===== config.mk =====
export PLATFORM = sky130hd
export DESIGN_NAME = adc_conv_sequencer
export DESIGN_NICKNAME = d
export VERILOG_FILES = /design/src/rtl/adc_seq_pkg.sv /design/src/rtl/adc_seq_datapath.sv /design/src/rtl/adc_seq_fsm.sv /design/src/rtl/adc_conv_sequencer.sv
export SDC_FILE = /design/constraint.sdc
export NUM_CORES = 1
export LEC_CHECK = 0
export ABC_AREA = 1
export BUFFER_PORTS_ARGS = -buffer_cell sky130_fd_sc_hd__buf_2
export CORE_MARGIN = 2
export CORE_UTILIZATION = 53
export CTS_CLUSTER_SIZE = 25
export DETAILED_ROUTE_END_ITERATION = 16
export GPL_ROUTABILITY_DRIVEN = 0
export HOLD_SLACK_MARGIN = 0.1
export PLACE_DENSITY = 0.75
export SKIP_CTS_REPAIR_TIMING = 1
export SYNTH_ARGS = -nofsm -noshare
export SYNTH_HDL_FRONTEND = slang
export SYNTH_SLANG_ARGS = --single-unit

===== constraint.sdc =====
create_clock -name clk -period 2.7 [get_ports clk]
set_input_delay 0.27 -clock clk [delete_from_list [all_inputs] [get_ports clk]]
set_output_delay 0.27 -clock clk [all_outputs]
set_load 0.005 [all_outputs]

===== src/rtl/adc_seq_pkg.sv =====
package adc_seq_pkg;

  typedef enum logic [1:0] {
    ST_IDLE  = 2'd0,
    ST_ISSUE = 2'd1,
    ST_WAIT  = 2'd2
  } seqState_t;

  // Strobes from control to datapath
  typedef struct packed {
    logic loadFirst;  // latch sequence mask and first channel
    logic advance;    // step to next enabled channel
    logic markValid;  // current channel finished
  } seqCmd_t;

  localparam logic [1:0] MODE_REG_ALL  = 2'b00;
  localparam logic [1:0] MODE_STB_ALL  = 2'b01;
  localparam logic [1:0] MODE_RESERVED = 2'b10;
  localparam logic [1:0] MODE_STB_ONE  = 2'b11;

endpackage


===== src/rtl/adc_seq_datapath.sv =====
module adc_seq_datapath
  import adc_seq_pkg::*;
#(
  parameter int CHANS = 4,
  parameter int CW    = (CHANS > 1) ? $clog2(CHANS) : 1
) (
  input  logic             clk,
  input  logic             rstN,
  input  logic             cfgWrEn,
  input  logic [1:0]       cfgMode,
  input  logic             convWrEn,
  input  logic [CHANS-1:0] convMask,
  input  logic             startStbN,
  input  seqCmd_t          cmd,
  output logic             trigReq,
  output logic             hasNext,
  output logic             singleSeq,
  output logic [CW-1:0]    curChan,
  output logic [CHANS-1:0] chanValid
);

  localparam int SYNC_STAGES = 3;

  logic [1:0]             modeQ;
  logic [CHANS-1:0]       maskQ;
  logic [CHANS-1:0]       seqMaskQ;
  logic [CW-1:0]          ptrQ;
  logic [CW-1:0]          curQ;
  logic                   singleQ;
  logic [CHANS-1:0]       validQ;
  logic [SYNC_STAGES-1:0] syncQ;

  logic             stbFall;
  logic             oneMode;
  logic [CHANS-1:0] srcMask;
  logic [CHANS-1:0] clrMask;
  logic [CW:0]      firstPick;
  logic [CW:0]      nextPick;
  logic             ptrReset;

  // Lowest enabled channel at or above 'from'; optional wrap to lowest overall
  function automatic logic [CW:0] pickChan(input logic [CHANS-1:0] m,
                                           input int from, input logic wrap);
    logic [CW:0] r;
    r = '0;
    for (int i = CHANS - 1; i >= 0; i--)
      if (m[i] && i >= from) r = {1'b1, CW'(i)};
    if (!r[CW] && wrap)
      for (int i = CHANS - 1; i >= 0; i--)
        if (m[i]) r = {1'b1, CW'(i)};
    return r;
  endfunction

  assign stbFall  = syncQ[2] & ~syncQ[1];
  assign oneMode  = (modeQ == MODE_STB_ONE);
  assign srcMask  = (modeQ == MODE_REG_ALL) ? convMask : maskQ;
  assign ptrReset = convWrEn || (cfgWrEn && (cfgMode != modeQ));

  always_comb begin
    unique case (modeQ)
      MODE_REG_ALL: trigReq = convWrEn && (|convMask);
      MODE_STB_ALL,
      MODE_STB_ONE: trigReq = stbFall && (|maskQ);
      default:      trigReq = 1'b0;
    endcase
  end

  assign firstPick = pickChan(srcMask, oneMode ? int'(ptrQ) : 0, oneMode);
  assign nextPick  = pickChan(seqMaskQ, int'(curQ) + 1, 1'b0);
  assign clrMask   = oneMode ? ({{(CHANS-1){1'b0}}, 1'b1} << firstPick[CW-1:0])
                             : srcMask;

  always_ff @(posedge clk or negedge rstN) begin
    if (!rstN) begin
      syncQ    <= '1;
      modeQ    <= MODE_REG_ALL;
      maskQ    <= '0;
      seqMaskQ <= '0;
      ptrQ     <= '0;
      curQ     <= '0;
      singleQ  <= 1'b0;
      validQ   <= '0;
    end else begin
      syncQ <= {syncQ[SYNC_STAGES-2:0], startStbN};
      if (cfgWrEn)  modeQ <= cfgMode;
      if (convWrEn) maskQ <= convMask;

      if (ptrReset)
        ptrQ <= '0;
      else if (cmd.markValid && singleQ)
        ptrQ <= (curQ == CW'(CHANS - 1)) ? '0 : curQ + 1'b1;

      if (cmd.loadFirst) begin
        seqMaskQ <= srcMask;
        curQ     <= firstPick[CW-1:0];
        singleQ  <= oneMode;
        validQ   <= validQ & ~clrMask;
      end else begin
        if (cmd.advance)   curQ <= nextPick[CW-1:0];
        if (cmd.markValid) validQ[curQ] <= 1'b1;
      end
    end
  end

  assign hasNext   = nextPick[CW];
  assign singleSeq = singleQ;
  assign curChan   = curQ;
  assign chanValid = validQ;

  p_reserved_idle_r4: assert property (@(posedge clk) disable iff (!rstN)
    (modeQ == MODE_RESERVED) |-> !trigReq);

  p_ptr_reset_r8: assert property (@(posedge clk) disable iff (!rstN)
    convWrEn |=> (ptrQ == '0));

endmodule


===== src/rtl/adc_seq_fsm.sv =====
module adc_seq_fsm
  import adc_seq_pkg::*;
(
  input  logic    clk,
  input  logic    rstN,
  input  logic    trigReq,
  input  logic    hasNext,
  input  logic    singleSeq,
  input  logic    coreDone,
  output seqCmd_t cmd,
  output logic    coreStart,
  output logic    busy,
  output logic    seqDone
);

  seqState_t stateQ, stateD;
  logic      doneQ;
  logic      lastDone;

  always_comb begin
    cmd.loadFirst = (stateQ == ST_IDLE) && trigReq;
    cmd.markValid = (stateQ == ST_WAIT) && coreDone;
    cmd.advance   = cmd.markValid && !singleSeq && hasNext;
    lastDone      = cmd.markValid && !cmd.advance;
  end

  always_comb begin
    stateD = stateQ;
    unique case (stateQ)
      ST_IDLE:  if (trigReq) stateD = ST_ISSUE;
      ST_ISSUE: stateD = ST_WAIT;
      ST_WAIT:  if (cmd.advance) stateD = ST_ISSUE;
                else if (lastDone) stateD = ST_IDLE;
      default:  stateD = ST_IDLE;
    endcase
  end

  always_ff @(posedge clk or negedge rstN) begin
    if (!rstN) begin
      stateQ <= ST_IDLE;
      doneQ  <= 1'b0;
    end else begin
      stateQ <= stateD;
      doneQ  <= lastDone;
    end
  end

  assign coreStart = (stateQ == ST_ISSUE);
  assign busy      = (stateQ != ST_IDLE);
  assign seqDone   = doneQ;

  p_start_pulse_r9: assert property (@(posedge clk) disable iff (!rstN)
    coreStart |=> !coreStart);

  p_done_pulse_r10: assert property (@(posedge clk) disable iff (!rstN)
    seqDone |=> !seqDone);

  p_done_idle_r10: assert property (@(posedge clk) disable iff (!rstN)
    seqDone |-> !busy);

endmodule


===== src/rtl/adc_conv_sequencer.sv =====
module adc_conv_sequencer
  import adc_seq_pkg::*;
#(
  parameter int CHANS = 4,
  parameter int CW    = (CHANS > 1) ? $clog2(CHANS) : 1
) (
  input  logic             clk,
  input  logic             rstN,
  input  logic             cfgWrEn,
  input  logic [1:0]       cfgMode,
  input  logic             convWrEn,
  input  logic [CHANS-1:0] convMask,
  input  logic             startStbN,
  input  logic             coreDone,
  output logic             coreStart,
  output logic [CW-1:0]    coreChan,
  output logic             busy,
  output logic             seqDone,
  output logic [CHANS-1:0] chanValid
);

  seqCmd_t cmd;
  logic    trigReq;
  logic    hasNext;
  logic    singleSeq;

  adc_seq_datapath #(.CHANS(CHANS), .CW(CW)) u_dp (
    .clk(clk), .rstN(rstN),
    .cfgWrEn(cfgWrEn), .cfgMode(cfgMode),
    .convWrEn(convWrEn), .convMask(convMask),
    .startStbN(startStbN), .cmd(cmd),
    .trigReq(trigReq), .hasNext(hasNext), .singleSeq(singleSeq),
    .curChan(coreChan), .chanValid(chanValid)
  );

  adc_seq_fsm u_fsm (
    .clk(clk), .rstN(rstN),
    .trigReq(trigReq), .hasNext(hasNext), .singleSeq(singleSeq),
    .coreDone(coreDone), .cmd(cmd),
    .coreStart(coreStart), .busy(busy), .seqDone(seqDone)
  );

  p_accept_busy_r2: assert property (@(posedge clk) disable iff (!rstN)
    (!busy && trigReq) |=> busy);

  p_chan_hold_r9: assert property (@(posedge clk) disable iff (!rstN)
    (busy && !coreStart && !coreDone) |=> $stable(coreChan));

endmodule


## Yosys cells after proc, flatten, opt, wreduce, memory -nomap -nowiden

Cells that the tools add are included.

- Add/sub/neg operators: 2
- Order comparisons: 10
- Eq/ne operators: 8
- Shifts and indexed selects: 1
- Mux-type cells: 30
- Bitwise logic cells: 5
- Reduce and logical (&&, ||, !) cells: 33

Operators by type and width:

| cell | number |
|---|---|
| $ge A3 B32 Y1 const A | 4 |
| $ge A1 B32 Y1 const A | 2 |
| $ge A2 B32 Y1 const A | 2 |
| $mux W2 | 14 |
| $mux W3 | 8 |
| $logic_and A1 B1 Y1 | 19 |
| $mux W4 | 4 |
| $reduce_bool A2 Y1 | 4 |
| $reduce_or A4 Y1 | 2 |
| $eq A2 B2 Y1 const B | 3 |
| $pmux W2 S3 | 1 |
| $and A4 B4 Y4 | 1 |
| $eq A2 B1 Y1 const B | 2 |
| $logic_not A2 Y1 | 2 |
| $not A4 Y4 | 1 |
| $or A4 B4 Y4 | 1 |
| $shl A1 B2 Y4 const A | 1 |
| $add A2 B1 Y3 const B | 1 |
| $logic_not A1 Y1 | 3 |
| $lt A2 B3 Y1 const B | 1 |
| $ne A3 B2 Y1 const B | 1 |
| $add A2 B1 Y2 const B | 1 |
| $demux W1 S2 | 1 |
| $ge A2 B1 Y1 const B | 1 |
| 9 further kinds | 9 |

- Bits in registers: 25
- Input port bits: 12
- Output and inout bits: 9
- Logic and storage cells: 99

## Depth between registers and ports, before layout

Gate-level depths: netlist of run 1.

- Word-level depth: 18
- Depth in mapped cells: 13
- Mapped depth without buffers: 13

## Cells and area by module

A second synthesis of run 1 with hierarchy kept.

- Cells, all modules: 174
- Area total of the unflattened synthesis: 1,422.6 um2

Modules (own cells, without submodules):

| module | instances | cells an instance | area each (um2) | sequential area each (um2) |
|---|---|---|---|---|
| adc_seq_datapath | 1 | 156 | 1,270.0 | 554.3 |
| adc_seq_fsm | 1 | 18 | 152.6 | 75.1 |

## Least setup slack after synthesis of run 1

No wires, ideal clock.

- Path kind: register to register
- Start point: register u_dp.modeQ[0]
- End point: register u_dp.validQ[0] (netlist: u_dp.chanValid[0])
- Library setup time: 114 ps
- Arrival time: 1,433 ps
- Data required time: 2,586 ps
- Setup slack: 1,154 ps
- Cell stages (with the launch flop): 9
- Path buffers: 0
- Clock period less this slack: 1,546 ps
- Cell sequence: dfrtp_1 > nor2_4 > nand3_1 > a21oi_4 > nand2_1 > a21oi_1 > nand2_1 > nand2_1 > nor2_1

- Word-level cells in the longest chain between the ends: 18
- Elaborated cells on any way between the ends: 33
- Those cells by class: 4 x order compare; 2 x eq/ne; 1 x shift; 14 x mux; 2 x bitwise; 10 x reduce/logical

Ends and longest elaborated chain:

| item | RTL line | source |
|---|---|---|
| start: declaration | adc_seq_datapath.sv:24 | `logic [1:0] modeQ;` |
| start signal: assignment | adc_seq_datapath.sv:85 | `if (cfgWrEn) modeQ <= cfgMode;` |
| $eq A2 B2 Y1 | adc_seq_datapath.sv:55, adc_seq_datapath.sv:60 |  |
| $mux W2 | adc_seq_datapath.sv:68 | `assign firstPick = pickChan(srcMask, oneMode ? int'(ptrQ) : 0, oneMode);` |
| $ge A3 B32 Y1 | adc_seq_datapath.sv:47 | `if (m[i] && i >= from) r = {1'b1, CW'(i)};` |
| $logic_and A1 B1 Y1 | adc_seq_datapath.sv:47 |  |
| $mux W3 (4 in series) | adc_seq_datapath.sv:47 |  |
| $mux W2 (4 in series) | adc_seq_datapath.sv:50 | `if (m[i]) r = {1'b1, CW'(i)};` |
| $mux W2 | adc_seq_datapath.sv:48 | `if (!r[CW] && wrap)` |
| $shl A1 B2 Y4 | adc_seq_datapath.sv:70 | `assign clrMask = oneMode ? ({{(CHANS-1){1'b0}}, 1'b1} << firstPick[CW-1:0])` |
| $mux W4 | adc_seq_datapath.sv:70 |  |
| $not A4 Y4 | adc_seq_datapath.sv:97 | `validQ <= validQ & ~clrMask;` |
| $and A4 B4 Y4 | adc_seq_datapath.sv:97 |  |
| $mux W4 | adc_seq_datapath.sv:93 | `if (cmd.loadFirst) begin` |
| end signal: assignment | adc_seq_datapath.sv:97 |  |
| end: declaration | adc_seq_datapath.sv:30 | `logic [CHANS-1:0] validQ;` |

Several ways; a longest one is shown, not always the timed one.
A chain may end at the register's enable or synchronous reset.

## Worst setup path after layout of run 1

- Start point: register u_dp.modeQ[0]
- End point: register u_dp.validQ[1] (netlist: u_dp.chanValid[1])

Same word-level chain as after synthesis.

==> results.yml, run 1 <==
outcome:
  status: "completed"
power_and_ir_drop:
  p_int_uw: 725
  p_sw_frac: 0.396
  ir_drop_mv: 0.447
  power_leakage_nw: 0.874
  design_power_total_mw: 1.20
  power_density_mw_per_mm2: 724
  power_switching_uw: 476
  combinationalPowerShare: 0.403
  power_frac_seq: 0.458
  power.share.clock: 0.139
timing:
  tightest_slew_ns: 0.550
  rsz0062_at_grt: "no"
  totalNegativeSetupSlack_ns: 0
  fmax_ghz: 0.554
  hold_viol_final: 0
  post-route-period-util: 0.669
  slew_violations: 0
  period_needed_ns: 1.81
  relSlewSlack: 0.633
  setup_viol: 0
  clock_skew_ns: 0.00579
  holdWs_ns: 0.136
global_routing:
  grt_max_degree: 26
  grt_busiest_layer: "met2"
  grt_antenna_before_repair: 0
  overflow: 0
  grt_use_met1: 0.278
  grt_pass1_vias: 1330
  grt_use_met3: 0.0392
  grt_pass1_wl_um: 5750
  grtUsageMet2: 0.404
  grt.total_usage: 0.230
die:
  die_h_um: 56.8
  fp-row-count: 19
  die_x_um: 56.8
  core_mm2: 0.00271
  initial_utilization: 0.545
  dieArea_mm2: 0.00322
  io_pins: 21
worst_hold_path:
  hp-class: "in2reg"
critical_path:
  crit_type: "reg2reg"
  worst_ep_arrival_time_ns: 2.04
  cp_max_fo: 9
  cp-end-kind: "register"
  cp-start-kind: "register"
  required_ns: 2.93
synthesis:
  synthCells: 189
  syn_area_mm2: 0.00148
  synth_fp_nets: 208
  yosysTopAreaCell: "dfrtp_1"
  synth-seq-area-share: 0.426
  synth-seq-cells: 25
  yosysUniqueCellTypes: 26
  synth_area_per_cell_um2: 7.81
  synth_top_area_frac: 0.373
  yosys_warnings: 0
  ys_top_cells_by_area: "dfrtp_1 37%, nand2_1 13%, inv_1 6.9%"
clock_network:
  path_clk_slew_ns: 0.14
  clkSinkCount: 25
  tritoncts.num_buffers: 3
  cts_tree: "done"
  clockBufferDepth: 2
  cts_root_buf: "clkbuf_4"
  insertion_delay_ns: 0.32
  cts_max_level: 1
place:
  place_hpwl_um: 2480
  place.port_buffers: 20
drt:
  drt.antenna.violating_nets: 0
  dr.pass1.iters: 4
  drt_iter0_drc: 40
  wire_per_inst_um: 12.6
  wirelength_um: 3100
  detail_route.vias_per_cell: 5.25
  drc_errors: 0
  vias: 1287
job:
  max-cap-violations: 0
finish:
  regArea_um2: 629
  antenna_cells: 0
  area_growth_pct: 12.4
  layout_commonest_cell: "nand2_1"
  layout-drive-gt1-share: 0.196
  multi_input_area_um2: 734
  n_fill_cell: 253
  final_nets: 234
  layout_common_cells: "51 x nand2_1, 27 x inv_1, 22 x dfrtp_1"
-- cell families after synthesis --
family / Yosys count / synth area share
xor+xnor: 2 / 0.0119
fa+ha+maj: 7 / 0.0593
compound gates: 36 / 0.155
buf+inv: 30 / 0.0763
simple gates: 89 / 0.271
flops: 25 / 0.426
-- cell usage after synthesis (all sizes together) --
cell type and instances:
nor3 1, a21o 3, nand4 2, ha 7
o21bai 3, nand2 55, nor2 17, nand3b 2
a21oi 11, clkbuf 1, dfstp 3, dfrtp 22
nand3 12, o21a 1, o21ai 16, xor2 2
o211ai 2, inv 29
-- layer usage --
| layer | vias to the layer above | share of wire |
|---|---|---|
| li1 | 650 | - |
| met1 | 603 | 0.44 |
| met2 | 28 | 0.51 |
| met3 | 6 | 0.033 |
| met4 | 0 | 0.016 |
| met5 | - | 0 |
-- final cells by class --
type	instances	area share
timing repair buffer	22	0.0724
clock inverter	1	0.00302
clock buffer	3	0.0136
multi-input combinational	134	0.443
tap	31	0.0234
sequential	25	0.379
inverter	29	0.0656
-- worst max-delay path: stages, from the launching register on --
cell	delay [ns]
dfrtp_1	0.51
nor2_4	0.24
nand3_1	0.17
a21oi_4	0.31
nand2_1	0.12
a21oi_1	0.20
nand2_1	0.09
nand2_1	0.06
nor2_1	0.04
-- registers in the layout, indices dropped and copies added (netlist names) --
name            flops
u_fsm.stateQ        2
u_dp.syncQ          3
u_fsm.seqDone       1
u_dp.chanValid      4
u_dp.curChan        2
u_dp.ptrQ           2
u_dp.singleSeq      1
u_dp.modeQ          2
u_dp.maskQ          4
u_dp.seqMaskQ       4
-- final timing paths --
| check | to | from | slack, ns | depth (start not counted) |
|---|---|---|---|---|
| max in group asynchronous | u_dp.syncQ[0] | rstN | 1.88 | 2 |
| hold / removal | u_fsm.stateQ[1] | coreDone | 0.14 | 2 |
| min in group asynchronous | u_dp.maskQ[2] | rstN | 0.45 | 2 |
| hold reg to reg | u_dp.syncQ[1] | u_dp.syncQ[0] | 0.37 | 0 |
| setup reg to reg | u_dp.chanValid[1] | u_dp.modeQ[0] | 0.89 | 8 |
| setup / recovery | u_dp.chanValid[1] | u_dp.modeQ[0] | 0.89 | 8 |
-- power by group through the flow --
stage	sequential (mW)	clock, mW	combinational, mW
finish	0.550	0.167	0.484
floorplan	0.546	0	0.325
detailed placement	0.559	0	0.486
global placement	0.551	0	0.467
global route	0.566	0.190	0.566
CTS	0.551	0.175	0.489
-- per-stage QoR --
step / instance area (µm²) / utilization / instances / setup slack [ns]
detailed placement: 1610 / 0.595 / 239 / 0.913
floorplan: 1480 / - / 189 / 1.15
global placement: 1610 / 0.595 / 239 / 0.953
CTS: 1640 / 0.605 / 243 / 0.888
global route: 1660 / 0.612 / 245 / 0.669
finish: 1660 / 0.612 / 245 / 0.894
(Power assumes the default switching activity.)
==> inputs of run 2 (changes only) <==
- CORE_UTILIZATION: 53 -> 51
- clock period: 2.7 -> 1.55 ns (I/O delays scaled with it)
==> run 2 against run 1 <==
Against the previous run: the run now ends with setup timing left; worst setup slack got worse by 1.1 ns; design area up 24%; critical path type unchanged; sequential cell count is the same; critical path depth is 3 higher; fmax up 3.9%; largest power group is now combinational logic; routed wire length is 21% higher; highest routed layer unchanged; clock-buffer cell count unchanged.
==> results.yml, run 2 (synthesis gave the netlist of run 1 again) <==
place:
  place.port_buffers: 20
  preCtsSetupSlack_ns: -0.127
  place_hpwl_um: 2510
  dp.cells: 258
  place_area_mm2: 0.00175
outcome:
  violations: "setup timing"
  status: "complete, but fails checks"
clock_network:
  cts_root_buf: "clkbuf_4"
  cts_max_level: 1
  cts_tree: "done"
  path_clk_slew_ns: 0.15
  insertion_delay_ns: 0.33
  clockBufferDepth: 2
  clkSinkCount: 25
  tritoncts.num_buffers: 3
timing:
  fmax_ghz: 0.575
  setup_viol: 6
  post-route-period-util: 1.12
  tightest_slew_ns: 0.571
  relSlewSlack: 0.619
  slew_violations: 0
  period_needed_ns: 1.74
  rsz0062_at_grt: "yes"
  hold_viol_final: 0
  setup_slack_ns: -0.188
  clock_skew_ns: 0.0143
  holdWs_ns: 0.0992
job:
  max-cap-violations: 0
finish:
  design_area_mm2: 0.00205
  layout_common_cells: "40 x nand2_1, 25 x inv_1, 23 x buf_4"
  final_nets: 267
  antenna_cells: 0
  layout_commonest_cell: "nand2_1"
  layout-drive-gt1-share: 0.377
  area_growth_pct: 39.0
  layoutNonFillerInstCount: 278
power_and_ir_drop:
  design_power_total_mw: 2.41
  power_switching_uw: 941
  power_density_mw_per_mm2: 1170
  ir_drop_mv: 0.948
  power_leakage_nw: 1.04
  power.share.clock: 0.128
  p_int_mw: 1.47
  power_frac_seq: 0.394
  p_sw_frac: 0.391
  combinationalPowerShare: 0.478
global_routing:
  grt_antenna_before_repair: 0
  overflow: 0
  grt_pass1_vias: 1355
  grt_max_degree: 26
  grt.total_usage: 0.213
  grt_pass1_wl_um: 5580
drt:
  drt_iter0_drc: 57
  wire_per_inst_um: 13.5
  drc_errors: 0
  vias: 1468
  detail_route.vias_per_cell: 5.28
  wirelength_um: 3740
  dr.pass1.iters: 4
  drt.antenna.violating_nets: 0
die:
  io_pins: 21
  fp-row-count: 19
  die_h_um: 57.8
  initial_utilization: 0.535
  dieArea_mm2: 0.00334
  die_x_um: 57.8
  core_mm2: 0.00276
critical_path:
  path_common_cell: "nand2_1"
  cp_max_fo: 5
  cp-end-kind: "register"
  cpLargestDelayFamily: "simple AND/OR/NAND/NOR gates"
  crit_type: "reg2reg"
  cp-start-kind: "register"
  cp_slowest_cell: "dfrtp_2"
  crit_buf_inv: 1
  path_depth: 11
  crit_path_max_incr_delay_ns: 0.48
  worst_ep_arrival_time_ns: 1.99
  crit_path_cell_trace: "nor2_4 -> buf_4 -> nand2_2 -> nand3_4 -> nand2_4 -> nor3_2 -> nand2_1 -> nand2_2 -> nand2_1 -> nand2_1 -> nor2_1"
  reg2reg_depth: 11
  required_ns: 1.80
worst_hold_path:
  worstHoldPathCells: 3
  hp-class: "in2reg"
[run 2: tightest hold or removal path: stages]
cell and delay, ns:
buf_2 0.10, nand2_1 0.07, o21ai_0 0.07
[run 2: stage by stage]
stage	utilization	setup TNS [ns]
floorplan	-	0
global placement	0.636	-0.425
detailed placement	0.636	-0.814
CTS	0.647	-1.26
global route	0.744	-1.73
finish	0.744	-0.858
[run 2: cell type report]
class,count,area (µm²)
well taps,31,38.8
clock buffers,3,22.5
fillers,216,706
repair buffers,55,397
inverters,29,114
flip-flops and latches,25,633
multi-input cells,134,840
clock inverters,1,7.51
[run 2: layer usage]
metal  vias to the layer above  track usage  part of all wire
met5                         -            0                 0
met4                         0       0.0731             0.015
met3                         7       0.0201             0.036
met2                        39        0.385              0.55
met1                       700        0.264              0.40
li1                        722            -                 -
[run 2: final timing paths]
path / start / endpoint / slack, ns
setup / recovery: u_dp.modeQ[1] / u_dp.chanValid[3] / -0.19
hold / removal: convMask[2] / u_dp.maskQ[2] / 0.1
setup reg to reg: u_dp.modeQ[1] / u_dp.chanValid[3] / -0.19
hold reg to reg: u_dp.syncQ[0] / u_dp.syncQ[1] / 0.37
max in group asynchronous: rstN / u_dp.modeQ[1] / 0.82
min in group asynchronous: rstN / u_fsm.seqDone / 0.33
[run 2: power by group through the flow]
| stage | Sequential (mW) | Combinational [mW] | Clock, mW |
|---|---|---|---|
| 2_1_floorplan | 0.951 | 0.567 | 0 |
| 3_3_place_gp | 0.946 | 0.939 | 0 |
| 3_5_place_dp | 0.955 | 0.953 | 0 |
| 4_1_cts | 0.941 | 0.961 | 0.317 |
| 5_1_grt | 0.975 | 1.30 | 0.338 |
| 6_report | 0.950 | 1.15 | 0.309 |
==> inputs of run 3 (changes only) <==
- CELL_PAD_IN_SITES_DETAIL_PLACEMENT: unset -> 0
- CELL_PAD_IN_SITES_GLOBAL_PLACEMENT: unset -> 1
- CORE_UTILIZATION: 51 -> 37
- PLACE_DENSITY: 0.75 -> unset
- PLACE_DENSITY_LB_ADDON: unset -> 0.1
==> run 3 against run 2 <==
Against the previous run: the run still ends with setup timing left; largest power group unchanged; via count is 7.8% lower; sequential power is 0.6% lower; design area is 4.7% lower; clock skew is 0.0077 ns lower; total power is 2.3% higher; die area is 35% higher; sequential cell count stayed put; worst hold slack better by 0.0061 ns; fmax is 2.6% higher; non-clock buffer count is 6 lower.
==> results.yml, run 3 (synthesis gave the netlist of run 1 again) <==
finish:
  design_area_mm2: 0.00196
  layout_commonest_cell: "nand2_1"
  n_fill_cell: 398
  layout-drive-gt1-share: 0.344
  final_nets: 261
  layout_common_cells: "46 x nand2_1, 26 x inv_1, 26 x buf_4"
  area_growth_pct: 32.5
  antenna_cells: 0
clock_network:
  cts_root_buf: "clkbuf_8"
  insertion_delay_ns: 0.28
  tritoncts.num_buffers: 3
  clkSinkCount: 25
  path_clk_slew_ns: 0.10
  cts_tree: "done"
  clockBufferDepth: 2
  cts_max_level: 1
drt:
  detail_route.vias_per_cell: 4.68
  wirelength_um: 3380
  dr.pass1.iters: 4
  drc_errors: 0
  wire_per_inst_um: 11.7
  vias: 1353
  drt_iter0_drc: 46
  drt.antenna.violating_nets: 0
critical_path:
  required_ns: 1.73
  reg2reg_depth: 10
  crit_type: "reg2reg"
  worst_ep_arrival_time_ns: 1.88
  cp-end-kind: "register"
  cp-start-kind: "register"
  cp_max_fo: 8
die:
  die_h_um: 67.2
  initial_utilization: 0.394
  core_mm2: 0.00374
  die_x_um: 67.2
  io_pins: 21
  fp-row-count: 22
  dieArea_mm2: 0.00451
timing:
  rsz0062_at_grt: "yes"
  relSlewSlack: 0.635
  setup_slack_ns: -0.144
  post-route-period-util: 1.09
  fmax_ghz: 0.590
  tightest_slew_ns: 0.547
  totalNegativeSetupSlack_ns: -0.719
  slew_violations: 0
  setup_viol: 9
  clock_skew_ns: 0.00657
  period_needed_ns: 1.69
  holdWs_ns: 0.105
  hold_viol_final: 0
power_and_ir_drop:
  power.share.clock: 0.170
  ir_drop_mv: 0.475
  power_density_mw_per_mm2: 1260
  power_frac_seq: 0.383
  combinationalPowerShare: 0.448
  p_int_mw: 1.54
  p_sw_frac: 0.374
  power_leakage_nw: 1.01
  power_switching_uw: 923
  design_power_total_mw: 2.47
place:
  place.port_buffers: 20
  place_area_mm2: 0.00181
  preCtsSetupSlack_ns: -0.186
  place_hpwl_um: 2680
worst_hold_path:
  worstHoldPathCells: 2
  hp-class: "in2reg"
global_routing:
  grt_pass1_vias: 1334
  grt_busiest_layer: "met2"
  overflow: 0
  grt_pass1_wl_um: 5700
  grt_antenna_before_repair: 0
  grt_use_met3: 0.0217
  grt_use_met1: 0.192
  grt.total_usage: 0.170
  grt_max_degree: 26
  grtUsageMet2: 0.318
outcome:
  violations: "setup timing"
  status: "complete, but fails checks"
job:
  max-cap-violations: 0
-- run 3: layout make-up --
type | instances | area [µm²] | share of cell area
Clock buffer | 3 | 41.3 | 0.0211
Tap cell | 48 | 60.1 | 0.0307
Timing Repair Buffer | 49 | 325 | 0.166
Sequential cell | 25 | 632 | 0.323
Inverter | 29 | 109 | 0.0557
Clock inverter | 1 | 8.76 | 0.00448
Multi-Input combinational cell | 134 | 779 | 0.399
-- run 3: worst paths after layout --
check | startpoint | to | slack, ns
max | u_dp.modeQ[1] | u_dp.chanValid[3] | -0.14
min | cfgWrEn | u_dp.modeQ[1] | 0.11
max reg2reg | u_dp.modeQ[1] | u_dp.chanValid[3] | -0.14
min reg2reg | u_dp.syncQ[0] | u_dp.syncQ[1] | 0.36
max in group asynchronous | rstN | u_dp.modeQ[1] | 0.78
min in group asynchronous | rstN | u_dp.modeQ[0] | 0.38
-- run 3: power groups by stage --
stage               clock network (mW)  registers, mW  logic (mW)
floorplan                            0          0.951       0.567
global placement                     0          0.946        1.00
detailed placement                   0          0.952        1.02
CTS                              0.447          0.939        1.02
global route                     0.477          0.967        1.25
finish                           0.418          0.944        1.10
-- run 3: worst max-delay path, cell delays in order, from the launching register on --
cell     delay [ns]
dfrtp_2        0.48
nor2_4         0.22
nand2_2        0.12
nand3_4        0.11
nand2_2        0.08
a21oi_2        0.14
nand3_2        0.12
nor2_2         0.14
nand2_1        0.06
nand2_1        0.07
nor2_1         0.04
-- run 3: layer usage --
layer  vias to the layer above  share of wire
met3                         7          0.030
li1                        704              -
met5                         -              0
met1                       619           0.43
met4                         0          0.017
met2                        23           0.52
-- run 3: metrics by stage --
step           cells   util
3_5_place_dp     279  0.482
4_1_cts          283  0.496
5_1_grt          289  0.522
6_report         289  0.522
3_3_place_gp     279  0.482
2_1_floorplan    189      -
